--- src/rtl/pkt_dispatch_pkg.sv ---
package pkt_dispatch_pkg;
  localparam int unsigned MAX_CH = 8;
  localparam int unsigned IP_W   = 32;
  localparam int unsigned PORT_W = 16;
  // six bytes, max 6*255 = 1530
  localparam int unsigned SUM_W  = 11;

  typedef struct packed {
    logic [IP_W-1:0]   ip;
    logic [PORT_W-1:0] port;
  } endpoint_t;
endpackage

--- src/rtl/dispatch_hash.sv ---
module dispatch_hash
  import pkt_dispatch_pkg::*;
(
  input  logic             clk_i,
  input  logic             rst_ni,
  input  logic             load_i,
  input  logic             is_tx_i,
  input  endpoint_t        src_i,
  input  endpoint_t        dst_i,
  output logic [SUM_W-1:0] sum_o
);
  endpoint_t       sel;
  logic [SUM_W-1:0] sum_d;

  assign sel = is_tx_i ? dst_i : src_i;

  always_comb begin
    sum_d = '0;
    for (int b = 0; b < IP_W / 8; b++)
      sum_d = sum_d + SUM_W'(sel.ip[b*8 +: 8]);
    for (int b = 0; b < PORT_W / 8; b++)
      sum_d = sum_d + SUM_W'(sel.port[b*8 +: 8]);
  end

  always_ff @(posedge clk_i or negedge rst_ni) begin
    if (!rst_ni)     sum_o <= '0;
    else if (load_i) sum_o <= sum_d;
  end
endmodule

--- src/rtl/mod_reduce.sv ---
module mod_reduce #(
  parameter int unsigned IN_W  = 11,
  parameter int unsigned DIV   = 4,
  parameter int unsigned OUT_W = 2
) (
  input  logic [IN_W-1:0]  val_i,
  output logic [OUT_W-1:0] rem_o
);
  localparam bit IS_POW2 = (DIV & (DIV - 1)) == 0;

  generate
    if (DIV <= 1) begin : g_one
      assign rem_o = '0;
    end else if (IS_POW2) begin : g_mask
      assign rem_o = val_i[OUT_W-1:0];
    end else begin : g_sub
      // restoring reduction: subtract DIV<<k when it fits, k high to low
      logic [IN_W-1:0] r [IN_W+1];
      assign r[IN_W] = val_i;
      for (genvar k = IN_W - 1; k >= 0; k--) begin : g_stage
        localparam logic [31:0] SH = 32'(DIV) << k;
        logic [31:0] ext;
        assign ext  = 32'(r[k+1]);
        assign r[k] = (ext >= SH) ? IN_W'(ext - SH) : r[k+1];
      end
      assign rem_o = r[0][OUT_W-1:0];
    end
  endgenerate
endmodule

--- src/rtl/sat_counter.sv ---
module sat_counter #(
  parameter int unsigned W = 32
) (
  input  logic         clk_i,
  input  logic         rst_ni,
  input  logic         clr_i,
  input  logic         inc_i,
  output logic [W-1:0] cnt_o
);
  always_ff @(posedge clk_i or negedge rst_ni) begin
    if (!rst_ni)                    cnt_o <= '0;
    else if (clr_i)                 cnt_o <= '0;
    else if (inc_i && !(&cnt_o))    cnt_o <= cnt_o + 1'b1;
  end
endmodule

--- src/rtl/pkt_dispatch.sv ---
module pkt_dispatch
  import pkt_dispatch_pkg::*;
#(
  parameter int unsigned NUM_CH = 4,
  parameter int unsigned CNT_W  = 32,
  localparam int unsigned CH_W  = (NUM_CH > 1) ? $clog2(NUM_CH) : 1
) (
  input  logic              clk_i,
  input  logic              rst_ni,
  input  logic              hdr_valid_i,
  output logic              hdr_ready_o,
  input  logic              hdr_is_tx_i,
  input  logic              hdr_bcast_i,
  input  logic [31:0]       hdr_src_ip_i,
  input  logic [15:0]       hdr_src_port_i,
  input  logic [31:0]       hdr_dst_ip_i,
  input  logic [15:0]       hdr_dst_port_i,
  input  logic [NUM_CH-1:0] ch_full_i,
  input  logic              cnt_clear_i,
  output logic [CH_W-1:0]   ch_sel_o,
  output logic [NUM_CH-1:0] ch_wr_o,
  output logic [CNT_W-1:0]  cnt_rcvd_o,
  output logic [CNT_W-1:0]  cnt_bcast_o,
  output logic [CNT_W-1:0]  cnt_drop_o
);
  localparam int unsigned N_CNT = 3;

  logic             accept;
  logic             s1_valid;
  logic             s1_bcast;
  logic [SUM_W-1:0] s1_sum;
  logic [CH_W-1:0]  hash_ch;
  logic [CH_W-1:0]  chan;
  logic             chan_ok;
  logic [N_CNT-1:0] cnt_inc;
  logic [CNT_W-1:0] cnt_val [N_CNT];
  endpoint_t        src_ep, dst_ep;

  assign hdr_ready_o = !s1_valid;
  assign accept      = hdr_valid_i && hdr_ready_o;
  assign src_ep      = '{ip: hdr_src_ip_i, port: hdr_src_port_i};
  assign dst_ep      = '{ip: hdr_dst_ip_i, port: hdr_dst_port_i};

  // stage 1: registered byte sum
  dispatch_hash u_hash (
    .clk_i   (clk_i),
    .rst_ni  (rst_ni),
    .load_i  (accept),
    .is_tx_i (hdr_is_tx_i),
    .src_i   (src_ep),
    .dst_i   (dst_ep),
    .sum_o   (s1_sum)
  );

  always_ff @(posedge clk_i or negedge rst_ni) begin
    if (!rst_ni) begin
      s1_valid <= 1'b0;
      s1_bcast <= 1'b0;
    end else begin
      s1_valid <= accept;
      if (accept) s1_bcast <= hdr_bcast_i;
    end
  end

  mod_reduce #(
    .IN_W  (SUM_W),
    .DIV   (NUM_CH),
    .OUT_W (CH_W)
  ) u_mod (
    .val_i (s1_sum),
    .rem_o (hash_ch)
  );

  // stage 2: decision
  assign chan    = s1_bcast ? '0 : hash_ch;
  assign chan_ok = !ch_full_i[chan];

  always_ff @(posedge clk_i or negedge rst_ni) begin
    if (!rst_ni) begin
      ch_wr_o  <= '0;
      ch_sel_o <= '0;
    end else begin
      ch_wr_o <= '0;
      if (s1_valid) begin
        ch_sel_o <= chan;
        if (chan_ok) ch_wr_o <= NUM_CH'(1) << chan;
      end
    end
  end

  assign cnt_inc[0] = s1_valid;
  assign cnt_inc[1] = s1_valid && s1_bcast;
  assign cnt_inc[2] = s1_valid && !chan_ok;

  for (genvar i = 0; i < N_CNT; i++) begin : g_cnt
    sat_counter #(.W(CNT_W)) u_cnt (
      .clk_i  (clk_i),
      .rst_ni (rst_ni),
      .clr_i  (cnt_clear_i),
      .inc_i  (cnt_inc[i]),
      .cnt_o  (cnt_val[i])
    );
  end

  assign cnt_rcvd_o  = cnt_val[0];
  assign cnt_bcast_o = cnt_val[1];
  assign cnt_drop_o  = cnt_val[2];
endmodule

--- config.mk ---
export PLATFORM = sky130hd
export DESIGN_NAME = pkt_dispatch
export DESIGN_NICKNAME = d
export VERILOG_FILES = /design/src/rtl/pkt_dispatch_pkg.sv /design/src/rtl/dispatch_hash.sv /design/src/rtl/mod_reduce.sv /design/src/rtl/sat_counter.sv /design/src/rtl/pkt_dispatch.sv
export SDC_FILE = /design/constraint.sdc
export NUM_CORES = 1
export LEC_CHECK = 0
export ABC_CLOCK_PERIOD_IN_PS = 2500
export BUFFER_PORTS_ARGS = -buffer_cell sky130_fd_sc_hd__buf_2
export CORE_MARGIN = 8
export CORE_UTILIZATION = 40
export CTS_CLUSTER_SIZE = 8
export DETAILED_ROUTE_END_ITERATION = 10
export PLACE_DENSITY = 0.68
export SLEW_MARGIN = 0
export SYNTH_ARGS = -nofsm -noshare
export SYNTH_HDL_FRONTEND = slang
export SYNTH_SLANG_ARGS = --single-unit
export TNS_END_PERCENT = 30
--- constraint.sdc ---
create_clock -name clk_i -period 2.5 [get_ports clk_i]
set_clock_uncertainty 0.15 [all_clocks]
set_input_delay 0.25 -clock clk_i [delete_from_list [all_inputs] [get_ports clk_i]]
set_output_delay 0.25 -clock clk_i [all_outputs]
set_load 0.02 [all_outputs]
### Yosys cells after proc, flatten, opt, wreduce, memory -nomap -nowiden

Index checks and enable logic that the tools add are counted.

| storage, ports and cells | value |
|---|---|
| flip-flop bits (word level) | 106 |
| bits of input ports | 106 |
| output and inout port bits | 103 |

| cells by class | value |
|---|---|
| add/sub/neg operators | 8 |
| magnitude comparators | 1 |
| shifts and indexed selects | 1 |
| mux-type cells | 12 |
| reductions and logical operators | 16 |

Operator list:

| operator | count |
|---|---|
| 32-bit two-way mux | 6 |
| 32-bit by 1-bit adder with 32-bit output, second input constant | 3 |
| 32-bit AND reduction | 3 |
| 42-bit two-way mux | 1 |
| 2-bit adder | 5 |
| 4-bit two-way mux | 2 |
| 1-bit logical AND | 6 |
| 2-bit nonzero test | 3 |
| 1-bit zero test | 4 |
| 1-bit by 2-bit left shift with 4-bit output, first input constant | 1 |
| 2-bit by 3-bit < comparator with 1-bit output, second input constant | 1 |
| 1-bit binary-select mux with 2-bit select | 1 |
| 2-bit two-way mux | 1 |
| 1-bit two-way mux | 1 |

### Longest topological paths before layout

| depth | value |
|---|---|
| depth in word-level cells | 7 |
| depth in mapped cells | 14 |

### Modules after synthesis

From an unflattened synthesis, not the netlist that was laid out.

| second synthesis, totals | value |
|---|---|
| cell total of the unflattened synthesis | 803 |
| area total of the unflattened synthesis | 8000.2 um^2 |

By module, submodules not included:

| module | times used | cells an instance | area an instance (um^2) | seq. area each (um^2) |
|---|---|---|---|---|
| sat_counter | 3 | 190 | 1865.5 | 800.8 |
| dispatch_hash | 1 | 199 | 2025.7 | 275.3 |
| pkt_dispatch | 1 | 32 | 362.8 | 200.2 |
| mod_reduce | 1 | 2 | 15.0 | 0.0 |

### Worst setup path before layout

Ideal clock, no wire load.

| timing | value |
|---|---|
| path kind | input-to-reg |
| start point | input port hdr_is_tx_i |
| end point | register u_hash.sum_o[1] |
| data arrival time | 3406 ps |
| setup slack | -1192 ps |
| stages on the path | 14 |
| buffers on the path | 1 |
| path through | clkbuf_1 -> mux2i_1 -> fa_1 -> inv_1 -> fa_1 -> inv_1 -> fa_1 -> inv_1 -> ha_1 -> xor2_1 -> xnor2_1 -> xnor2_1 -> xnor2_1 -> a21oi_1 |

| between the ends | value |
|---|---|
| word-level cells in the longest chain between the ends | 6 |

RTL lines:

| what | RTL line | source |
|---|---|---|
| start: declaration | pkt_dispatch.sv:12 | `input logic hdr_is_tx_i,` |
| 42-bit two-way mux (*) | dispatch_hash.sv:15 | `assign sel = is_tx_i ? dst_i : src_i;` |
| 2-bit adder (3 in a row) | dispatch_hash.sv:20 | `sum_d = sum_d + SUM_W'(sel.ip[b*8 +: 8]);` |
| 2-bit adder | dispatch_hash.sv:22 | `sum_d = sum_d + SUM_W'(sel.port[b*8 +: 8]);` |
| 2-bit adder (*) | dispatch_hash.sv:22 |  |
| end signal: assignment | dispatch_hash.sv:27 | `else if (load_i) sum_o <= sum_d;` |
| end: declaration | dispatch_hash.sv:10 | `output logic [SUM_W-1:0] sum_o` |

Every way passes the cells marked *; elsewhere a longest branch is shown, timed or not.
A chain may end at the register's enable or synchronous reset.

### Worst setup path after layout

Same ends and word-level chain as after synthesis.

==> metrics.md <==
| Metric | Value |
|---|---|
| Status | finished, violations left |
| Failing checks | negative setup slack |
| Vias/cell | 5.60 |
| Clock buffer count from CTS | 9 |
| CTS root buffer | clkbuf_16 |
| Largest net degree at the start of global routing | 78 |
| DP HPWL | 11900 um |
| Setup bufs post-CTS | 0 |
| Crit. Startpoint | hdr_is_tx_i |
| Maximum capacitance violations | 0 |
| Crit Path Max Fanout | 4 |
| Achievable clock frequency | between 300 and 400 MHz |
| Global-route wire length before repair | 27000 um |
| Placeable Area | 0.0145 sq mm |
| Power per cell area | 505 mW/mm^2 |
| Flop2flop setup slack | 0.18 ns |
| # rows | 44 |
| Die H | 138 um |
| Synthesized area | 0.00596 sq mm |
| Post-synth EDFFs | 0 |
| Synthesis-stage register bit count | approximately 110 |
| Final WS setup | -0.443 ns |
| Worst Hold Launch | hdr_valid_i |
| Worst r2r src | g_cnt[2].u_cnt.cnt_o[0]$_DFFE_PN0P_ |
| Worst-case clock buffer depth | 2 |
| Top FF cell, synth | dfrtp_1 |
| DRT antenna net count | 0 |
| Layout cells sized above 1 | 28.0% |
| Antenna cells | 0 |
| Setup WS pre-CTS | -0.865 ns |
| Unrepaired setup endpoints after global routing | true |
| Synthesis-to-finish area growth | 25.4% |
| Slowest stage delay, CP | ~0.56 ns |
| CP Cell Sequence | buf_8 > mux2i_2 > fa_1 > inv_2 > fa_1 > inv_1 > fa_1 > inv_1 > ha_2 > xor2_2 > xnor2_2 > xnor2_1 > xnor2_1 > a21oi_1 |
| Total power | 3.78 mW |
| Multi-input logic area | 0.00316 sq mm |
| Setup TNS | -0.509 ns |
| Lkg Pwr | 3.34 nW |
| Arr. time, crit path | 3.01 ns |
| Final worst path period need | 2.94 ns |
| Seq/Total Area, Yosys | 44.5% |
| Routed length on met2 | 7620 um |
| Vias in the first global route | 5449 |
| Total Wirelength | roughly 16000 um |
| Htree depth | 3 |
| Most frequent cells in the layout | buf_2 (133), dfrtp_1 (106), a21oi_1 (63) |
| Max_slew headroom | 43.0% |
| Metal3 WL | 950 um |
| Clock Pin Slew Worst Setup and Hold Paths | 0.07 ns |
| Warnings from Yosys | 0 |
| Yosys cell types | 57 |
| Placed Instances | 977 |
| Initial antenna violation count | 0 |
| Final setup vio count | 2 |
| Global Route Usage Sum | 16.6% |
| Tcrit/Tclk final | 118% |
| Filler-free cell count of the finished design | a little under 1000 |
| Cell mode on critical path | fa_1 |
| Via count | 5564 |
| Nets | 919 |
| Number of hold violations in the final report | 0 |
| Register area | 0.00265 sq mm |
| GP Congestion | 0.805 |
| VDD IR-drop max | 0.000366 V |
| Top Ports | 209 |
| FFs w/ async S/R, synth | 100% |
| Filler Cells Inserted | 1432 |
| GR Overflow Total | 0 |
| Clk sinks | 106 |
| Element type at the critical path start | input pin |
| Top routing layer used | met4 |
| Width of the die | 138 um |
| Routed wire per std cell | 16.5 um |
| Residual DRC | 0 |
| M1 WL | 7680 um |
| Die area | 0.0191 sq mm |
| Post-Syn Instances | 642 |
| Final Max Tran Viols | 0 |
| CP Capture Type | flop |
| Initial DRT Pass Iterations | 4 |
| Initial Utilization | 41.0% |
| Worst Path Class, Setup | in -> reg |
| Req. time, crit path | roughly 2.6 ns |
| Min-delay worst type | in -> reg |
| CP max-delay cell | fa_1 |
| Mapped Avg Cell Area | 9.28 sq um |
| Least-Margin Pin Slew | 0.854 ns |
| Worst-Skew Late Latency | 0.35 ns |
| Syn nets | 755 |
| Initial DRC Count | 314 |
| Port bufs | about 140 |
| Most common cell after layout, fill and taps aside | buf_2 |
| CTS tree | built |
-- sequential cells by signal, summed over array words and instances (netlist names) --
name	cells
ch_wr_o	4
s1_valid	1
s1_bcast	1
u_hash.sum_o	2
ch_sel_o	2
g_cnt.u_cnt.cnt_o	96
-- through the flow --
stage          cell area [sq um]  hold slack, ns  utilization, %
5_1_grt                     7480          0.0717            51.4
3_5_place_dp                7150          0.0695            49.2
3_3_place_gp                7150          0.0735            49.2
2_1_floorplan               5990          -0.196               -
4_1_cts                     7460          0.0575            51.3
6_report                    7480          0.0754            51.4
-- path summary, 6_finish.rpt --
check,endpoint,cells past startpoint
max,u_hash.sum_o[1]$_DFFE_PN0P_,14
min,s1_valid$_DFF_PN0_,2
max reg2reg,g_cnt[2].u_cnt.cnt_o[7]$_DFFE_PN0P_,7
min reg2reg,ch_sel_o[0]$_DFFE_PN0P_,1
max in group asynchronous,g_cnt[0].u_cnt.cnt_o[12]$_DFFE_PN0P_,3
min in group asynchronous,g_cnt[2].u_cnt.cnt_o[0]$_DFFE_PN0P_,2
-- critical path: cells and delay by family --
family	cells	cell delay (ns)
buf+inv	4	0.24
mux	1	0.15
fa+ha+maj	4	1.68
compound gates	1	0.08
xor+xnor	4	0.60
-- area by class of cell --
cell class	count	area share [%]
Clock buffer	10	3.06
Clock inverter	5	0.753
Inverter	18	0.904
Multi-Input combinational cell	489	42.2
Sequential cell	106	35.5
Tap cell	184	3.08
Timing Repair Buffer	182	14.5
-- synthesized netlist by cell type (11+ instances only) --
| cell | number | area, sq um |
|---|---|---|
| dfrtp_1 | 106 | 2650 |
| a21oi_1 | 63 | 315 |
| nor2_1 | 47 | 176 |
| o21ai_0 | 45 | 225 |
| or3_1 | 42 | 263 |
| nand2_1 | 36 | 135 |
| nand3_1 | 26 | 130 |
| nand4_1 | 24 | 150 |
| clkbuf_1 | 23 | 86.3 |
| xnor2_1 | 22 | 193 |
| inv_1 | 18 | 67.6 |
| or4_1 | 18 | 135 |
| o31ai_1 | 17 | 128 |
| and3_1 | 13 | 81.3 |
| mux2_2 | 13 | 146 |
| xor2_1 | 11 | 96.3 |
-- per-layer routing --
metal | GRT usage [%] | vias to the layer above
met5 | 0 | -
met4 | 3.43 | 0
met3 | 5.10 | 12
met2 | 26.9 | 148
met1 | 21.4 | 2683
li1 | - | 2721
-- cells by family (layout without fill, tap and decap cells) --
family / after synthesis / in the layout / share of synthesized area [%]
muxes: 23 / 23 / 4.14
AOI/OAI and AO/OA: 164 / 164 / 16.3
xor gates and xnor gates: 33 / 33 / 4.85
DFF: 106 / 106 / 44.5
adders and majority gates: 7 / 7 / 1.85
buffers and inverters: 47 / 215 / 3.06
and+or+nand+nor: 262 / 262 / 25.3
-- repair_timing --
item / in CTS / in global routing
setup endpoints to repair: 2 / 3
resized for setup: 3 / 4
endpoints found under the hold margin: 30 / 0
cloned: 0 / 0
hold buffers: 2 / 0
-- power breakdown --
group | internal (mW) | switching, mW | total [mW]
Combinational | 0.253 | 0.308 | 0.560
Clock | 0.771 | 0.644 | 1.42
Sequential | 1.76 | 0.0394 | 1.80
Power figures use the tool's default switching activity.
